$ cat src/rtl/xlat_pkg.sv
package xlat_pkg;

    localparam int VA_W      = 14;
    localparam int PA_W      = 12;
    localparam int OFF_W     = 6;
    localparam int TLB_SETS  = 4;
    localparam int TLB_WAYS  = 4;

    localparam int VPN_W     = VA_W - OFF_W;
    localparam int PPN_W     = PA_W - OFF_W;
    localparam int SET_W     = $clog2(TLB_SETS);
    localparam int TAG_W     = VPN_W - SET_W;
    localparam int WAY_W     = $clog2(TLB_WAYS);
    localparam int PT_DEPTH  = 1 << VPN_W;

    typedef logic [VA_W-1:0]  vaddr_t;
    typedef logic [PA_W-1:0]  paddr_t;
    typedef logic [OFF_W-1:0] off_t;
    typedef logic [VPN_W-1:0] vpn_t;
    typedef logic [PPN_W-1:0] ppn_t;
    typedef logic [SET_W-1:0] set_t;
    typedef logic [TAG_W-1:0] tag_t;
    typedef logic [WAY_W-1:0] way_t;

    typedef struct packed {
        logic valid;
        tag_t tag;
        ppn_t ppn;
    } tlb_entry_t;

    typedef struct packed {
        logic valid;
        ppn_t ppn;
    } pte_t;

    typedef struct packed {
        logic   hit;
        logic   fault;
        paddr_t paddr;
    } xlat_result_t;

    typedef enum logic {
        ST_IDLE,
        ST_WALK
    } xlat_state_e;

    function automatic vpn_t vpn_of(vaddr_t va);
        return va[VA_W-1:OFF_W];
    endfunction

    function automatic off_t off_of(vaddr_t va);
        return va[OFF_W-1:0];
    endfunction

    function automatic set_t set_of(vpn_t vpn);
        return vpn[SET_W-1:0];
    endfunction

    function automatic tag_t tag_of(vpn_t vpn);
        return vpn[VPN_W-1:SET_W];
    endfunction

    function automatic paddr_t make_pa(ppn_t ppn, off_t off);
        return {ppn, off};
    endfunction

endpackage

$ cat src/rtl/xlat_page_table.sv
module xlat_page_table
    import xlat_pkg::*;
(
    input  logic clk,
    input  logic rst,
    input  logic wr_en,
    input  vpn_t wr_vpn,
    input  pte_t wr_pte,
    input  vpn_t rd_vpn,
    output pte_t rd_pte
);

    pte_t table_q [PT_DEPTH];

    always_ff @(posedge clk) begin
        if (rst) begin
            for (int i = 0; i < PT_DEPTH; i++) begin
                table_q[i] <= '0;
            end
        end else if (wr_en) begin
            table_q[wr_vpn] <= wr_pte;
        end
    end

    // Asynchronous read: a write in the same cycle is seen only afterwards.
    assign rd_pte = table_q[rd_vpn];

endmodule

$ cat src/rtl/xlat_tlb.sv
module xlat_tlb
    import xlat_pkg::*;
(
    input  logic clk,
    input  logic rst,
    input  vpn_t lk_vpn,
    output logic lk_hit,
    output ppn_t lk_ppn,
    input  logic fill_en,
    input  vpn_t fill_vpn,
    input  ppn_t fill_ppn,
    input  logic flush,
    input  logic inv_en,
    input  vpn_t inv_vpn
);

    tlb_entry_t ent_q [TLB_SETS][TLB_WAYS];
    way_t       rr_q  [TLB_SETS];

    set_t                lk_set;
    tag_t                lk_tag;
    logic [TLB_WAYS-1:0] way_hit;

    assign lk_set = set_of(lk_vpn);
    assign lk_tag = tag_of(lk_vpn);

    for (genvar w = 0; w < TLB_WAYS; w++) begin : g_way_cmp
        assign way_hit[w] = ent_q[lk_set][w].valid && (ent_q[lk_set][w].tag == lk_tag);
    end

    assign lk_hit = |way_hit;

    always_comb begin
        lk_ppn = '0;
        for (int w = 0; w < TLB_WAYS; w++) begin
            if (way_hit[w]) begin
                lk_ppn = lk_ppn | ent_q[lk_set][w].ppn;
            end
        end
    end

    // Victim choice: lowest invalid way, else rotating pointer of the set.
    set_t fill_set;
    way_t victim;
    logic free_found;

    assign fill_set = set_of(fill_vpn);

    always_comb begin
        victim     = rr_q[fill_set];
        free_found = 1'b0;
        for (int w = 0; w < TLB_WAYS; w++) begin
            if (!free_found && !ent_q[fill_set][w].valid) begin
                victim     = way_t'(w);
                free_found = 1'b1;
            end
        end
    end

    // Invalidation of the same page (or a flush) beats the refill.
    logic fill_ok;
    assign fill_ok = fill_en && !flush && !(inv_en && (inv_vpn == fill_vpn));

    always_ff @(posedge clk) begin
        if (rst) begin
            for (int s = 0; s < TLB_SETS; s++) begin
                rr_q[s] <= '0;
                for (int w = 0; w < TLB_WAYS; w++) begin
                    ent_q[s][w] <= '0;
                end
            end
        end else begin
            for (int s = 0; s < TLB_SETS; s++) begin
                for (int w = 0; w < TLB_WAYS; w++) begin
                    if (flush) begin
                        ent_q[s][w].valid <= 1'b0;
                    end else if (inv_en && (set_t'(s) == set_of(inv_vpn))
                                 && (ent_q[s][w].tag == tag_of(inv_vpn))) begin
                        ent_q[s][w].valid <= 1'b0;
                    end
                end
            end
            if (fill_ok) begin
                ent_q[fill_set][victim] <= '{valid: 1'b1, tag: tag_of(fill_vpn), ppn: fill_ppn};
                rr_q[fill_set]          <= victim + way_t'(1);
            end
        end
    end

endmodule

$ cat src/rtl/addr_xlate_top.sv
module addr_xlate_top
    import xlat_pkg::*;
(
    input  logic            clk,
    input  logic            rst,
    input  logic            req_valid,
    input  logic [VA_W-1:0] req_vaddr,
    input  logic            flush,
    input  logic            pt_wr_en,
    input  logic [VPN_W-1:0] pt_wr_vpn,
    input  logic [PPN_W-1:0] pt_wr_ppn,
    input  logic            pt_wr_valid,
    output logic            busy,
    output logic            done,
    output logic            tlb_hit,
    output logic            page_fault,
    output logic [PA_W-1:0] paddr
);

    xlat_state_e  state_q;
    vaddr_t       pend_q;
    xlat_result_t res_q;
    logic         done_q;

    logic accept;
    logic lk_hit;
    ppn_t lk_ppn;
    pte_t rd_pte;
    logic fill_en;

    assign busy   = (state_q == ST_WALK);
    assign accept = req_valid && (state_q == ST_IDLE);

    xlat_tlb u_tlb (
        .clk      (clk),
        .rst      (rst),
        .lk_vpn   (vpn_of(req_vaddr)),
        .lk_hit   (lk_hit),
        .lk_ppn   (lk_ppn),
        .fill_en  (fill_en),
        .fill_vpn (vpn_of(pend_q)),
        .fill_ppn (rd_pte.ppn),
        .flush    (flush),
        .inv_en   (pt_wr_en),
        .inv_vpn  (pt_wr_vpn)
    );

    xlat_page_table u_pt (
        .clk    (clk),
        .rst    (rst),
        .wr_en  (pt_wr_en),
        .wr_vpn (pt_wr_vpn),
        .wr_pte ('{valid: pt_wr_valid, ppn: pt_wr_ppn}),
        .rd_vpn (vpn_of(pend_q)),
        .rd_pte (rd_pte)
    );

    assign fill_en = (state_q == ST_WALK) && rd_pte.valid;

    always_ff @(posedge clk) begin
        if (rst) begin
            state_q <= ST_IDLE;
            pend_q  <= '0;
            res_q   <= '0;
            done_q  <= 1'b0;
        end else begin
            done_q <= 1'b0;
            res_q  <= '0;
            case (state_q)
                ST_IDLE: begin
                    if (accept) begin
                        if (lk_hit) begin
                            done_q <= 1'b1;
                            res_q  <= '{hit: 1'b1, fault: 1'b0,
                                        paddr: make_pa(lk_ppn, off_of(req_vaddr))};
                        end else begin
                            pend_q  <= req_vaddr;
                            state_q <= ST_WALK;
                        end
                    end
                end
                ST_WALK: begin
                    done_q  <= 1'b1;
                    state_q <= ST_IDLE;
                    if (rd_pte.valid) begin
                        res_q <= '{hit: 1'b0, fault: 1'b0,
                                   paddr: make_pa(rd_pte.ppn, off_of(pend_q))};
                    end else begin
                        res_q <= '{hit: 1'b0, fault: 1'b1, paddr: '0};
                    end
                end
                default: state_q <= ST_IDLE;
            endcase
        end
    end

    assign done       = done_q;
    assign tlb_hit    = res_q.hit;
    assign page_fault = res_q.fault;
    assign paddr      = res_q.paddr;

endmodule

$ cat config.mk
export PLATFORM = sky130hd
export DESIGN_NAME = addr_xlate_top
export DESIGN_NICKNAME = d
export VERILOG_FILES = /design/src/rtl/xlat_pkg.sv /design/src/rtl/xlat_page_table.sv /design/src/rtl/xlat_tlb.sv /design/src/rtl/addr_xlate_top.sv
export SDC_FILE = /design/constraint.sdc
export NUM_CORES = 2
export LEC_CHECK = 0
export BUFFER_PORTS_ARGS = -buffer_cell sky130_fd_sc_hd__buf_2
export CAP_MARGIN = 25
export CELL_PAD_IN_SITES_DETAIL_PLACEMENT = 1
export CELL_PAD_IN_SITES_GLOBAL_PLACEMENT = 1
export CORE_MARGIN = 2
export CORE_UTILIZATION = 45
export CTS_CLUSTER_SIZE = 20
export DETAILED_ROUTE_END_ITERATION = 16
export GPL_ROUTABILITY_DRIVEN = 0
export PLACE_DENSITY_LB_ADDON = 0.1
export SLEW_MARGIN = 25
export SYNTH_ARGS = -nofsm -noshare
export SYNTH_HDL_FRONTEND = slang
export SYNTH_SLANG_ARGS = --single-unit
$ cat constraint.sdc
create_clock -name clk -period 5.4 [get_ports clk]
set_input_delay 1.08 -clock clk [delete_from_list [all_inputs] [get_ports clk]]
set_output_delay 1.08 -clock clk [all_outputs]
set_load 0.005 [all_outputs]
# Yosys cells after proc, flatten, opt, wreduce, memory -nomap -nowiden
# Memory sizes are Yosys's and may differ from the RTL's. A register that Yosys moved wholly into a read port is not among the register bits.
# Cells that the tools add are included.
# W data, S select, Z words.
[op_classes]
eq_ne = 24
bitwise_logic = 38
mux = 143
magnitude_cmp = 2
n_addsub = 1
reduce_logical = 45
[op_table]
columns = ["op", "n"]
rows = [
  ["$eq A6 B6 Y1", 20],
  ["$mux W1", 116],
  ["$mux W52", 1],
  ["$logic_and A1 B1 Y1", 33],
  ["$or A1 B1 Y1", 32],
  ["$mux W14", 2],
  ["$pmux W14 S2", 1],
  ["$demux W13 S2", 1],
  ["$mux W13", 2],
  ["$mux W6", 4],
  ["$mux W8", 3],
  ["$mux W2", 10],
  ["$or A6 B6 Y6", 3],
  ["$eq A8 B8 Y1", 1],
  ["$logic_not A1 Y1", 7],
  ["$mux W7", 1],
  ["$reduce_or A7 Y1", 1],
  ["$eq A2 B2 Y1 const A", 2],
  ["$pmux W1 S2", 2],
  ["$reduce_or A4 Y1", 1],
  ["$ge A3 B3 Y1 const B", 1],
  ["$lt A3 B1 Y1 const B", 1],
  ["$not A2 Y3", 1],
  ["$reduce_and A3 Y1", 1],
  ["other kinds (5)", 6],
]
[word_totals]
elab_cells = 262
mem_count = 3
ramBits = 2008
register_bits = 30
[mem_list]
columns = ["memory", "words", "word_bits", "read_ports", "rd_ports_with_merged_regs", "wr", "line_no", "rtl"]
rows = [
  ["u_pt.table_q", 256, 7, 1, 1, 256, "xlat_page_table.sv:13", "pte_t table_q [PT_DEPTH];"],
  ["u_tlb.ent_q", 4, 52, 6, 1, 5, "xlat_tlb.sv:17", "tlb_entry_t ent_q [TLB_SETS][TLB_WAYS];"],
  ["u_tlb.rr_q", 4, 2, 1, 1, 4, "xlat_tlb.sv:18", "way_t rr_q [TLB_SETS];"],
]

# Logic depth before layout (Yosys ltp)
[depth]
ltp_word = 15
ltp_mapped = 18
mapped_depth_nobuf = 11

# Hierarchy
# From an unflattened synthesis, not the netlist that was laid out.
[hier_totals]
hier_cells = 6691
hier_area_um2 = 97023.1
[modules_own_cells]
columns = ["module", "seq_area_each_um2", "area_per_inst_um2", "n_inst", "cells_per_inst"]
rows = [
  ["xlat_page_table", 53811.6, 84208.3, 1, 5705],
  ["xlat_tlb", 6326.1, 11677.4, 1, 888],
  ["addr_xlate_top", 600.6, 1137.3, 1, 98],
]

# Least setup slack after synthesis
# OpenSTA, ideal clock, no wires.
[synth_timing]
kind = "register -> register"
startpoint = "reg with a tool-made name"
endpoint = "mem u_tlb.ent_q[1][0] (netlist bit) (enable)"
arrival_time_ns = 3.485
period_less_slack_ns = 3.882
path_stages_with_launch = 16
setup_slack_ns = 1.518
cell_sequence = "dfxtp_1 -> buf_4 -> buf_2 -> buf_2 -> buf_2 -> buf_1 -> mux4_2 -> inv_1 -> o21ai_0 -> nand2_1 -> nand2_1 -> inv_1 -> ha_1 -> inv_1 -> clkbuf_1 -> o21ai_0"
[synth_rtl]
columns = ["item", "line_no"]
rows = [
  ["to (decl)", "xlat_tlb.sv:17"],
]

==> flow_summary.toml <==
[status]
run_status = "completed"

[finish]
nNetsFinal = 6678
fin_cells = 9658
final_layout_size_suffix_gt1_frac = 0.2073
area_growth_pct = 12.64
final_cell_area_um2 = 107700

[timing]
rsz0062_at_grt = "no"
setup-tns-final_ns = 0
post-route-period-util = 0.9010
fmax_ghz = 0.2055
drv_slew = 0
setup_violations = 0
worst_pin_slew_ns = 1.065
finalHoldViolCount = 0
clock-skew-final_ns = 0.04245
maxSlewHeadroom = 0.2824
fin_crit_ns = 4.866

[place]
placed_cell_area_um2 = 100200
hpwl_mm = 199.4
io_buffers = 49
place_inst = 9239

[route]
num_vias = 58880
totalWireLength_mm = 306.6
drt_iter0_markers = 6482
post_drt_wl_per_cell_um = 31.75
drtPass1Iterations = 5
drc = 0
postRouteAntennaNets = 0
vias_per_cell = 6.096

[power]
cellPowerDensity_nw_per_um2 = 345.1
p_leak_nw = 37.51
p_total_w = 0.03715
max-vdd-ir-drop_mv = 0.3548

[floorplan]
die_x_um = 464.9
die-height_um = 464.9
io_pins = 50
start_util = 0.4515
die-area_um2 = 216100
core_um2 = 211700
num_rows = 169

[synthesis]
yosysUniqueCellTypes = 66
ys_seq_elements = 2046
netlist_instances = 6599
ys.flop_type = "edfxtp_1"
synth_nets = 6637
async_reset_ff_frac = 0
synth_edf_count = 1992
yosysTopAreaCell = "edfxtp_1"
yosys_warnings = 0
avgSynthCellArea_um2 = 14.48
ys_seq_area_frac = 0.6372
yosysTopAreaCellShare = 0.6259
mappedNetlistArea_um2 = 95580
ys_top_cells_by_area = "edfxtp_1 (63%), mux4_2 (12%), and2_1 (8.9%)"

[setup_path]
criticalPathCategory = "reg -> reg"
critPathRequiredTime_ns = 5.98
cp.arrival_ns = 5.45
crit_buf_inv = 3
start_kind = "register"
crit_chain = "buf_4 > buf_4 > mux4_2 > a22oi_1 > a21oi_1 > nor4_1 > o22ai_1 > nor3_4 > buf_4 > nor3_1"
end_kind = "register"
slowest_delay_ns = 0.92
cp_slowest_cell = "dfxtp_4"
cp_top_family = "buffers and inverters"
reg2reg_slack_ns = 0.53
path_common_cell = "buf_4"
critical_path.max_fanout = 33

[clock_network]
numCtsBuffers = 220
cts_root_buf = "clkbuf_16"
cts_max_level = 4
cts_setup_buffers = 0
ctsHoldBuffers = 0
post_cts_resized = 0
cts.sinks = 2046
clk_path_buf_depth = 3
insertion_delay_ns = 0.88
cts.clk_slew.worst_paths_ns = 0.06
cts_tree = "yes"

[global_routing]
gr-usage-all-layers = 0.2830
overflow = 0
grt_max_degree = 132
grt_pass1_vias = 60650
grt_antenna_before_repair = 11
grt_first_pass_wirelength_mm = 444.0

[worst_hold_path]
hold_path_class = "in -> reg"

[run]
max_cap_violations = 0
==> cells in the mapped netlist, types with 4 or more instances <==
cell and count:
and2_1 1359, buf_12 4, nand4_1 28, buf_4 21, edfxtp_1 1992, or2_2 20
o22ai_1 13, o211ai_1 5, inv_1 23, o21ai_0 265, buf_2 48, o221ai_1 4
a21oi_1 105, ha_1 4, buf_6 29, a2bb2o_1 6, o2bb2ai_1 6, a2111oi_0 5
and3_1 445, nand2_1 114, nor2b_1 30, mux2i_1 24, nor4_1 58, nor2_1 260
mux4_2 499, a211oi_1 5, dfxtp_1 54, clkbuf_1 530, nor3_1 175, xor2_1 82
nand2b_1 15, a22oi_1 190, buf_1 25, nand3_1 43, nor3_4 6, nor3_2 5
a31oi_1 6, xnor2_1 46, mux2_2 8
==> through the flow <==
step | util | hold WS [ns] | setup slack [ns]
floorplan | - | 0.4406 | 1.518
global placement | 0.4734 | 0.4633 | 0.2901
detailed placement | 0.4735 | 0.4646 | 0.3052
CTS | 0.5084 | 0.3586 | 0.2794
global route | 0.5085 | 0.4125 | 0.4110
finish | 0.5086 | 0.4305 | 0.5344
==> layout make-up <==
class,instances,area (um^2)
well taps,2821,3530
repair buffers,478,3871
inverters,24,97.59
clock buffers,244,5617
multi-input cells,3870,31840
fillers,20250,104000
clock inverters,165,1765
flip-flops and latches,2046,60920
diodes,10,25.02
==> layer usage <==
| metal | part of all wire | GRT usage | wire length [um] | up-vias |
|---|---|---|---|---|
| li1 | - | - | - | 24890 |
| met1 | 0.43 | 0.4038 | 132500 | 31450 |
| met2 | 0.48 | 0.4532 | 146700 | 2138 |
| met3 | 0.060 | 0.03685 | 18510 | 404 |
| met4 | 0.029 | 0.08761 | 8914 | 0 |
| met5 | 0 | 0 | 0 | - |
==> layout by cell type (no fill, tap or decap), types with 46 or more instances in the layout <==
| cell type | instances |
|---|---|
| edfxtp_1 | 1992 |
| and2_1 | 1356 |
| mux4_2 | 499 |
| and3_1 | 445 |
| buf_4 | 402 |
| nor2_1 | 243 |
| clkbuf_16 | 221 |
| o21ai_0 | 205 |
| a22oi_1 | 190 |
| nor3_1 | 172 |
| a21oi_1 | 105 |
| nand2_1 | 98 |
| xor2_1 | 82 |
| o21ai_1 | 58 |
| nor4_1 | 56 |
| clkinv_1 | 53 |
| dfxtp_1 | 49 |
| xnor2_1 | 46 |
==> logic make-up after synthesis <==
group | count (synthesis) | synth area share
flops | 2046 | 0.6372
simple gates | 2576 | 0.1576
buf+inv | 683 | 0.03147
compound gates | 631 | 0.04044
mux | 531 | 0.1210
fa+ha+maj | 4 | 0.0005237
xor+xnor | 128 | 0.01173
==> registers in the layout, summed over array words and instances (netlist names), named ones only <==
register	flops
done	1
u_pt.table_q	1792
page_fault	1
tlb_hit	1
pend_q	14
busy	1
u_tlb.rr_q	8
u_tlb.ent_q	208
paddr	12
==> power breakdown <==
part | switching [W] | internal (W) | total [W]
logic | 0.00194 | 0.00106 | 0.00300
registers | 0.000340 | 0.0181 | 0.0185
clock network | 0.00661 | 0.00906 | 0.0157
total | 0.00889 | 0.0283 | 0.0371
==> final timing paths <==
kind                                         start                  to  cells past startpoint
worst min register to register  u_tlb.ent_q[3][38]  u_tlb.ent_q[3][38]                      2
worst max-delay path                      register  u_tlb.ent_q[1][30]                     10
worst min-delay path                  req_vaddr[2]            paddr[2]                      2
worst max register to register            register  u_tlb.ent_q[1][30]                     10
Note: power is estimated with default switching activity, not from simulation.
